--- config.mk ---
export PLATFORM = sky130hd
export DESIGN_NAME = rmw_engine
export DESIGN_NICKNAME = d
export VERILOG_FILES = /design/src/rtl/rmw_pkg.sv /design/src/rtl/rmw_alu.sv /design/src/rtl/rmw_seq.sv /design/src/rtl/rmw_engine.sv
export SDC_FILE = /design/constraint.sdc
export NUM_CORES = 1
export LEC_CHECK = 0
export ABC_AREA = 1
export BUFFER_PORTS_ARGS = -buffer_cell sky130_fd_sc_hd__buf_2
export CORE_MARGIN = 2
export CORE_UTILIZATION = 50
export CTS_BUF_LIST = sky130_fd_sc_hd__clkbuf_8
export DETAILED_ROUTE_END_ITERATION = 6
export GPL_TIMING_DRIVEN = 1
export HOLD_SLACK_MARGIN = 0.08
export PLACE_DENSITY = 0.71
export SKIP_CTS_REPAIR_TIMING = 1
export SYNTH_ARGS = -nofsm -noshare
export SYNTH_HDL_FRONTEND = slang
export SYNTH_SLANG_ARGS = --single-unit
--- constraint.sdc ---
create_clock -name clk -period 2.5 [get_ports clk]
set_input_delay 0.375 -clock clk [delete_from_list [all_inputs] [get_ports clk]]
set_output_delay 0.375 -clock clk [all_outputs]
set_load 0.02 [all_outputs]
--- src/rtl/rmw_pkg.sv ---
package rmw_pkg;

    typedef enum logic [3:0] {
        M_INSERT = 4'd0,
        M_INC    = 4'd1,
        M_DEC    = 4'd2,
        M_SHR    = 4'd3,
        M_SHL    = 4'd4,
        M_ROR    = 4'd5,
        M_ROL    = 4'd6,
        M_INV    = 4'd7,
        M_XOR    = 4'd8,
        M_OR     = 4'd9,
        M_AND    = 4'd10
    } rmw_method_e;

    localparam int unsigned METHOD_W    = 4;
    localparam int unsigned METHOD_LAST = 10;

    typedef enum logic [2:0] {
        S_IDLE,
        S_RD_ISSUE,
        S_RD_WAIT,
        S_CALC,
        S_WR_ISSUE,
        S_WR_WAIT,
        S_DONE
    } rmw_state_e;

endpackage

--- src/rtl/rmw_alu.sv ---
module rmw_alu
    import rmw_pkg::*;
#(
    parameter int unsigned DW = 32
) (
    input  logic [METHOD_W-1:0] method_i,
    input  logic [DW-1:0]       rd_i,
    input  logic [DW-1:0]       value_i,
    input  logic [DW-1:0]       mask_i,
    output logic [DW-1:0]       res_o
);

    localparam logic [DW-1:0] ONE = {{(DW-1){1'b0}}, 1'b1};

    always_comb begin
        res_o = rd_i;
        case (method_i)
            M_INSERT: res_o = (rd_i & ~mask_i) | value_i;
            M_INC:    res_o = rd_i + ONE;
            M_DEC:    res_o = rd_i - ONE;
            M_SHR:    res_o = {1'b0, rd_i[DW-1:1]};
            M_SHL:    res_o = {rd_i[DW-2:0], 1'b0};
            M_ROR:    res_o = {rd_i[0], rd_i[DW-1:1]};
            M_ROL:    res_o = {rd_i[DW-2:0], rd_i[DW-1]};
            M_INV:    res_o = ~rd_i;
            M_XOR:    res_o = rd_i ^ mask_i;
            M_OR:     res_o = rd_i | mask_i;
            M_AND:    res_o = rd_i & mask_i;
            default:  res_o = rd_i;
        endcase
    end

endmodule

--- src/rtl/rmw_seq.sv ---
module rmw_seq
    import rmw_pkg::*;
(
    input  logic clk,
    input  logic rst_n,
    input  logic start_i,
    input  logic illegal_i,
    input  logic rd_valid_i,
    input  logic wr_ack_i,
    output logic busy_o,
    output logic load_o,
    output logic cap_rd_o,
    output logic cap_res_o,
    output logic rd_req_o,
    output logic wr_req_o,
    output logic done_o,
    output logic err_o
);

    rmw_state_e state_q, state_d;
    logic       bad_q;

    always_comb begin
        state_d = state_q;
        unique case (state_q)
            S_IDLE:     if (start_i) state_d = illegal_i ? S_DONE : S_RD_ISSUE;
            S_RD_ISSUE: state_d = S_RD_WAIT;
            S_RD_WAIT:  if (rd_valid_i) state_d = S_CALC;
            S_CALC:     state_d = S_WR_ISSUE;
            S_WR_ISSUE: state_d = S_WR_WAIT;
            S_WR_WAIT:  if (wr_ack_i) state_d = S_DONE;
            S_DONE:     state_d = S_IDLE;
            default:    state_d = S_IDLE;
        endcase
    end

    always_ff @(posedge clk or negedge rst_n) begin
        if (!rst_n) begin
            state_q <= S_IDLE;
            bad_q   <= 1'b0;
        end else begin
            state_q <= state_d;
            if (state_q == S_IDLE && start_i) bad_q <= illegal_i;
        end
    end

    always_comb begin
        busy_o    = 1'b1;
        load_o    = 1'b0;
        cap_rd_o  = 1'b0;
        cap_res_o = 1'b0;
        rd_req_o  = 1'b0;
        wr_req_o  = 1'b0;
        done_o    = 1'b0;
        err_o     = 1'b0;
        unique case (state_q)
            S_IDLE: begin
                busy_o = 1'b0;
                load_o = start_i;
            end
            S_RD_ISSUE: rd_req_o  = 1'b1;
            S_RD_WAIT:  cap_rd_o  = rd_valid_i;
            S_CALC:     cap_res_o = 1'b1;
            S_WR_ISSUE: wr_req_o  = 1'b1;
            S_WR_WAIT:  ;
            S_DONE: begin
                done_o = 1'b1;
                err_o  = bad_q;
            end
            default: ;
        endcase
    end

    AST_RD_REQ_PULSE: assert property (@(posedge clk) disable iff (!rst_n)
        rd_req_o |=> !rd_req_o);
    AST_DONE_PULSE: assert property (@(posedge clk) disable iff (!rst_n)
        done_o |=> !done_o);
    AST_ERR_ONLY_WITH_DONE: assert property (@(posedge clk) disable iff (!rst_n)
        err_o |-> done_o);
    AST_DONE_AFTER_ACK: assert property (@(posedge clk) disable iff (!rst_n)
        (done_o && !err_o) |-> $past(wr_ack_i));
    AST_ILLEGAL_FAST_DONE: assert property (@(posedge clk) disable iff (!rst_n)
        (!busy_o && start_i && illegal_i) |=> (done_o && err_o));

endmodule

--- src/rtl/rmw_engine.sv ---
module rmw_engine
    import rmw_pkg::*;
#(
    parameter int unsigned DW       = 32,
    parameter int unsigned AW       = 32,
    parameter int unsigned METH_LSB = 8
) (
    input  logic          clk,
    input  logic          rst_n,
    input  logic          start_i,
    input  logic [AW-1:0] start_addr_i,
    input  logic [DW-1:0] start_desc_i,
    input  logic [DW-1:0] start_value_i,
    input  logic [DW-1:0] start_mask_i,
    output logic          rd_req_o,
    output logic [AW-1:0] rd_addr_o,
    input  logic          rd_valid_i,
    input  logic [DW-1:0] rd_data_i,
    output logic          wr_req_o,
    output logic [AW-1:0] wr_addr_o,
    output logic [DW-1:0] wr_data_o,
    input  logic          wr_ack_i,
    output logic          done_o,
    output logic          err_o
);

    localparam int unsigned METH_MSB = METH_LSB + METHOD_W - 1;

    logic [METHOD_W-1:0] start_method;
    logic                start_illegal;
    logic                unused_desc;

    assign start_method  = start_desc_i[METH_MSB:METH_LSB];
    assign start_illegal = (start_method > METHOD_W'(METHOD_LAST));
    assign unused_desc   = ^{start_desc_i[DW-1:METH_MSB+1], start_desc_i[METH_LSB-1:0]};

    logic [AW-1:0]       addr_q;
    logic [METHOD_W-1:0] method_q;
    logic [DW-1:0]       value_q, mask_q, rdata_q, result_q, alu_res;
    logic                busy, load, cap_rd, cap_res;

    rmw_seq u_seq (
        .clk        (clk),
        .rst_n      (rst_n),
        .start_i    (start_i),
        .illegal_i  (start_illegal),
        .rd_valid_i (rd_valid_i),
        .wr_ack_i   (wr_ack_i),
        .busy_o     (busy),
        .load_o     (load),
        .cap_rd_o   (cap_rd),
        .cap_res_o  (cap_res),
        .rd_req_o   (rd_req_o),
        .wr_req_o   (wr_req_o),
        .done_o     (done_o),
        .err_o      (err_o)
    );

    rmw_alu #(.DW(DW)) u_alu (
        .method_i (method_q),
        .rd_i     (rdata_q),
        .value_i  (value_q),
        .mask_i   (mask_q),
        .res_o    (alu_res)
    );

    always_ff @(posedge clk or negedge rst_n) begin
        if (!rst_n) begin
            addr_q   <= '0;
            method_q <= '0;
            value_q  <= '0;
            mask_q   <= '0;
            rdata_q  <= '0;
            result_q <= '0;
        end else begin
            if (load) begin
                addr_q   <= start_addr_i;
                method_q <= start_method;
                value_q  <= start_value_i;
                mask_q   <= start_mask_i;
            end
            if (cap_rd)  rdata_q  <= rd_data_i;
            if (cap_res) result_q <= alu_res;
        end
    end

    assign rd_addr_o = addr_q;
    assign wr_addr_o = addr_q;
    assign wr_data_o = result_q;

    AST_OPERANDS_HELD: assert property (@(posedge clk) disable iff (!rst_n)
        (busy && $past(busy)) |-> ($stable(addr_q) && $stable(method_q) && $stable(mask_q)));
    AST_NO_WRITE_ILLEGAL: assert property (@(posedge clk) disable iff (!rst_n)
        wr_req_o |-> (method_q <= METHOD_W'(METHOD_LAST)));
    AST_NO_REQ_OVERLAP: assert property (@(posedge clk) disable iff (!rst_n)
        !(rd_req_o && wr_req_o));

endmodule

==> flow_metrics.py <==
metrics = {
    "clock_network": {
        "cts_htree_levels": 4,
        "cts_buffers": 17,
        "cts_sinks": 168,
        "cts_root_buffer": "clkbuf_8",
        "cts_tree": "built",
        "cts.path.max_buffers": 2,
        "clk_pin_slew_worst_paths_ns": 0.11,
        "clk_latency_ns": 0.49,
    },
    "setup_path": {
        "slowest_delay_ns": 0.40,
        "startpoint_type": "flop",
        "cp_cell_sequence": "buf_4 -> nor2_4 -> nand2_4 -> buf_12 -> nand2_1 -> nand2_2 -> inv_2 -> nand2_1 -> o21bai_2 -> nand2_2 -> nand2_2 -> nand2_1 -> nand2_1 -> nand2_1 -> nand3_1 -> nand2_1 -> nand2_1 -> nand2_1",
        "crit_buf_inv": 3,
        "crit_required_ns": 2.88,
        "path_delay_family": "simple AND/OR/NAND/NOR gates",
        "end_kind": "flop",
        "path_max_fanout": 15,
        "crit_type": "flop to flop",
        "critPathMostFrequentCell": "nand2_1",
        "arrival_ns": 2.77,
        "crit_slowest_cell": "dfrtp_1",
    },
    "placed_design": {
        "place.gp.congestion": 0.948,
        "hpwl_um": 27500,
        "io_buffers": 236,
        "pre_cts_slack_ns": 0.112,
    },
    "synth": {
        "synth_edf_count": 0,
        "syn-instance-count": 1522,
        "synth_largest_area_cell": "dfrtp_1",
        "yosysTopAreaCellShare_pct": 35.4,
        "synth_warnings": 0,
        "synthTopCellsByCount": "nand2_1 (362), dfrtp_1 (168), inv_1 (132)",
        "synthArstFlopShare_pct": 100,
        "synth_fp_nets": 1784,
        "ys_seq_area_share_pct": 35.4,
        "synth_most_common_cell": "nand2_1",
        "synthFlopType": "dfrtp_1",
        "synthTopCellsByArea": "dfrtp_1 (35%), nand2_1 (11%), ha_1 (10%)",
        "ys_types": 44,
        "syn-cell-area_mm2": 0.0119,
        "avgSynthCellArea_um2": 7.81,
        "ys_ff_latch": 168,
    },
    "floorplanning": {
        "start_util_pct": 50.8,
        "io-pin-count": 265,
        "die_h_um": 158,
        "die_w_um": 158,
        "die_area_mm2": 0.0250,
        "num_rows": 56,
        "core_mm2": 0.0234,
    },
    "timing": {
        "slew_headroom_pct": 62.5,
        "rsz0062_at_grt": "yes",
        "period_minus_slack_ns": 2.39,
        "max_clock_freq_mhz": 419,
        "clock_skew_ns": 0.0174,
        "setup_slack_ns": 0.113,
        "fin_crit_sh_pct": 95.5,
        "hold_viol": 0,
        "setup_viol": 0,
        "slew_viol_final": 0,
        "worst_pin_slew_ns": 0.548,
    },
    "drt": {
        "vias_per_cell": 5.51,
        "dr.pass1.iters": 5,
        "drc": 0,
        "wl_per_cell_um": 17.9,
        "dr.first_iter.drc_count": 855,
        "ant_nets": 0,
        "routed_wirelength_um": 37400,
        "routed-via-count": 11500,
    },
    "grt": {
        "grt_pass1_vias": 10800,
        "grt_pass1_wl_um": 57500,
        "grt_max_degree": 86,
        "grt_antenna_before_repair": 1,
        "gr-total-overflow": 0,
        "gr-usage-all-layers_pct": 29.6,
    },
    "min_path": {
        "worst_hold_path_type": "input port to flop",
    },
    "power_and_ir_drop": {
        "pwr_density_cell_mw_per_mm2": 1440,
        "power_leakage_nw": 7.29,
        "irDropWorstVdd_uv": 816,
        "p_total_w": 0.0207,
    },
    "cells_and_area": {
        "fillCellCount": 2204,
        "final_layout_size_suffix_gt1_share_pct": 31.0,
        "nets": 2025,
        "area_growth_pct": 21.1,
        "seq_area_mm2": 0.00421,
        "multi_input_area_mm2": 0.00679,
    },
    "flow_run": {
        "maxCapViolCount": 0,
    },
    "outcome": {
        "run_status": "completed",
    },
}
==> cell families (layout without fill, tap and decap cells) <==
group | count (synthesis) | after routing | synth area share, %
simple gates | 634 | 634 | 22.6
compound gates | 292 | 292 | 15.4
buf+inv | 263 | 516 | 9.87
flops | 168 | 168 | 35.4
fa+ha+maj | 97 | 97 | 10.2
mux | 64 | 64 | 6.06
xor+xnor | 4 | 4 | 0.421
other cells | 0 | 1 | 0
==> cells in the final DEF (no fill, tap or decap), types with 10 or more instances in the layout <==
| cell | Yosys | final |
|---|---|---|
| nor2_4 | 3 | 11 |
| mux2_2 | 64 | 64 |
| nand4_1 | 14 | 14 |
| clkbuf_8 | 0 | 17 |
| inv_2 | 11 | 16 |
| a41oi_1 | 27 | 25 |
| buf_2 | 8 | 235 |
| a21oi_1 | 57 | 51 |
| a211oi_1 | 11 | 10 |
| buf_12 | 0 | 13 |
| nor2_1 | 123 | 113 |
| clkinv_1 | 26 | 25 |
| a221oi_1 | 16 | 16 |
| o22ai_1 | 28 | 28 |
| nand2_2 | 32 | 65 |
| buf_4 | 32 | 64 |
| nor2_2 | 11 | 13 |
| ha_1 | 97 | 97 |
| nand3_1 | 68 | 66 |
| o21ai_0 | 107 | 105 |
| nand2_1 | 362 | 327 |
| dfrtp_1 | 168 | 167 |
| inv_1 | 132 | 127 |
| a2111oi_0 | 12 | 10 |
==> power breakdown <==
group	switching, W	total, W	internal (W)
sequential	0.00106	0.00511	0.00404
clock	0.00124	0.00199	0.000750
combinational	0.00860	0.0137	0.00505
total	0.0109	0.0207	0.00985
==> area by class of cell <==
cell class | count | share of cell area [%]
multi-input combinational | 1091 | 47.1
sequential | 168 | 29.2
timing repair buffer | 316 | 13.7
inverter | 169 | 4.43
tap | 319 | 2.77
clock buffer | 17 | 1.63
clock inverter | 14 | 1.06
antenna | 1 | 0.0174
==> path summary, 6_finish.rpt <==
| kind | from | to | slack [ns] | cells after the start |
|---|---|---|---|---|
| max in group asynchronous | rst_n | mask_q[20]$_DFFE_PN0P_ | 1.41 | 3 |
| worst min-delay path | start_mask_i[27] | mask_q[27]$_DFFE_PN0P_ | 0.09 | 3 |
| worst max register to register | method_q[2]$_DFFE_PN0P_ | wr_data_o[29]$_DFFE_PN0P_ | 0.11 | 18 |
| min in group asynchronous | rst_n | wr_data_o[10]$_DFFE_PN0P_ | 0.40 | 2 |
| worst min register to register | wr_data_o[23]$_DFFE_PN0P_ | wr_data_o[23]$_DFFE_PN0P_ | 0.48 | 2 |
| worst max-delay path | method_q[2]$_DFFE_PN0P_ | wr_data_o[29]$_DFFE_PN0P_ | 0.11 | 18 |
==> registers in the layout, indices dropped and copies added, names as in the netlist <==
| register | flops |
|---|---|
| rdata_q | 32 |
| rd_addr_o | 32 |
| mask_q | 32 |
| wr_data_o | 32 |
| u_seq.state_q | 3 |
| method_q | 4 |
| value_q | 32 |
| u_seq.bad_q | 1 |
==> per-layer routing <==
layer	global-route usage [%]	vias up	share of wire (%)
met2	47.6	505	46
met5	0	-	0.035
li1	-	5528	-
met1	41.5	5452	45
met4	6.61	2	1.8
met3	5.56	57	7.4
==> worst min-delay path: stages <==
cell and delay [ns]:
buf_2 0.08, nand2_1 0.04, o21ai_0 0.06
==> stage by stage <==
stage | instances | area, um2 | TNS, ns | util, % | hold slack, ns
after floorplan | 1522 | 11900 | 0 | - | 0.0794
after global placement | 2048 | 13600 | 0 | 58.1 | 0.358
after detailed placement | 2048 | 13600 | 0 | 58.1 | 0.359
after CTS | 2079 | 14000 | 0 | 59.7 | -0.172
after global routing | 2094 | 14400 | -0.287 | 61.5 | 0.0847
final | 2095 | 14400 | 0 | 61.5 | 0.0932
Power figures use the tool's default switching activity.
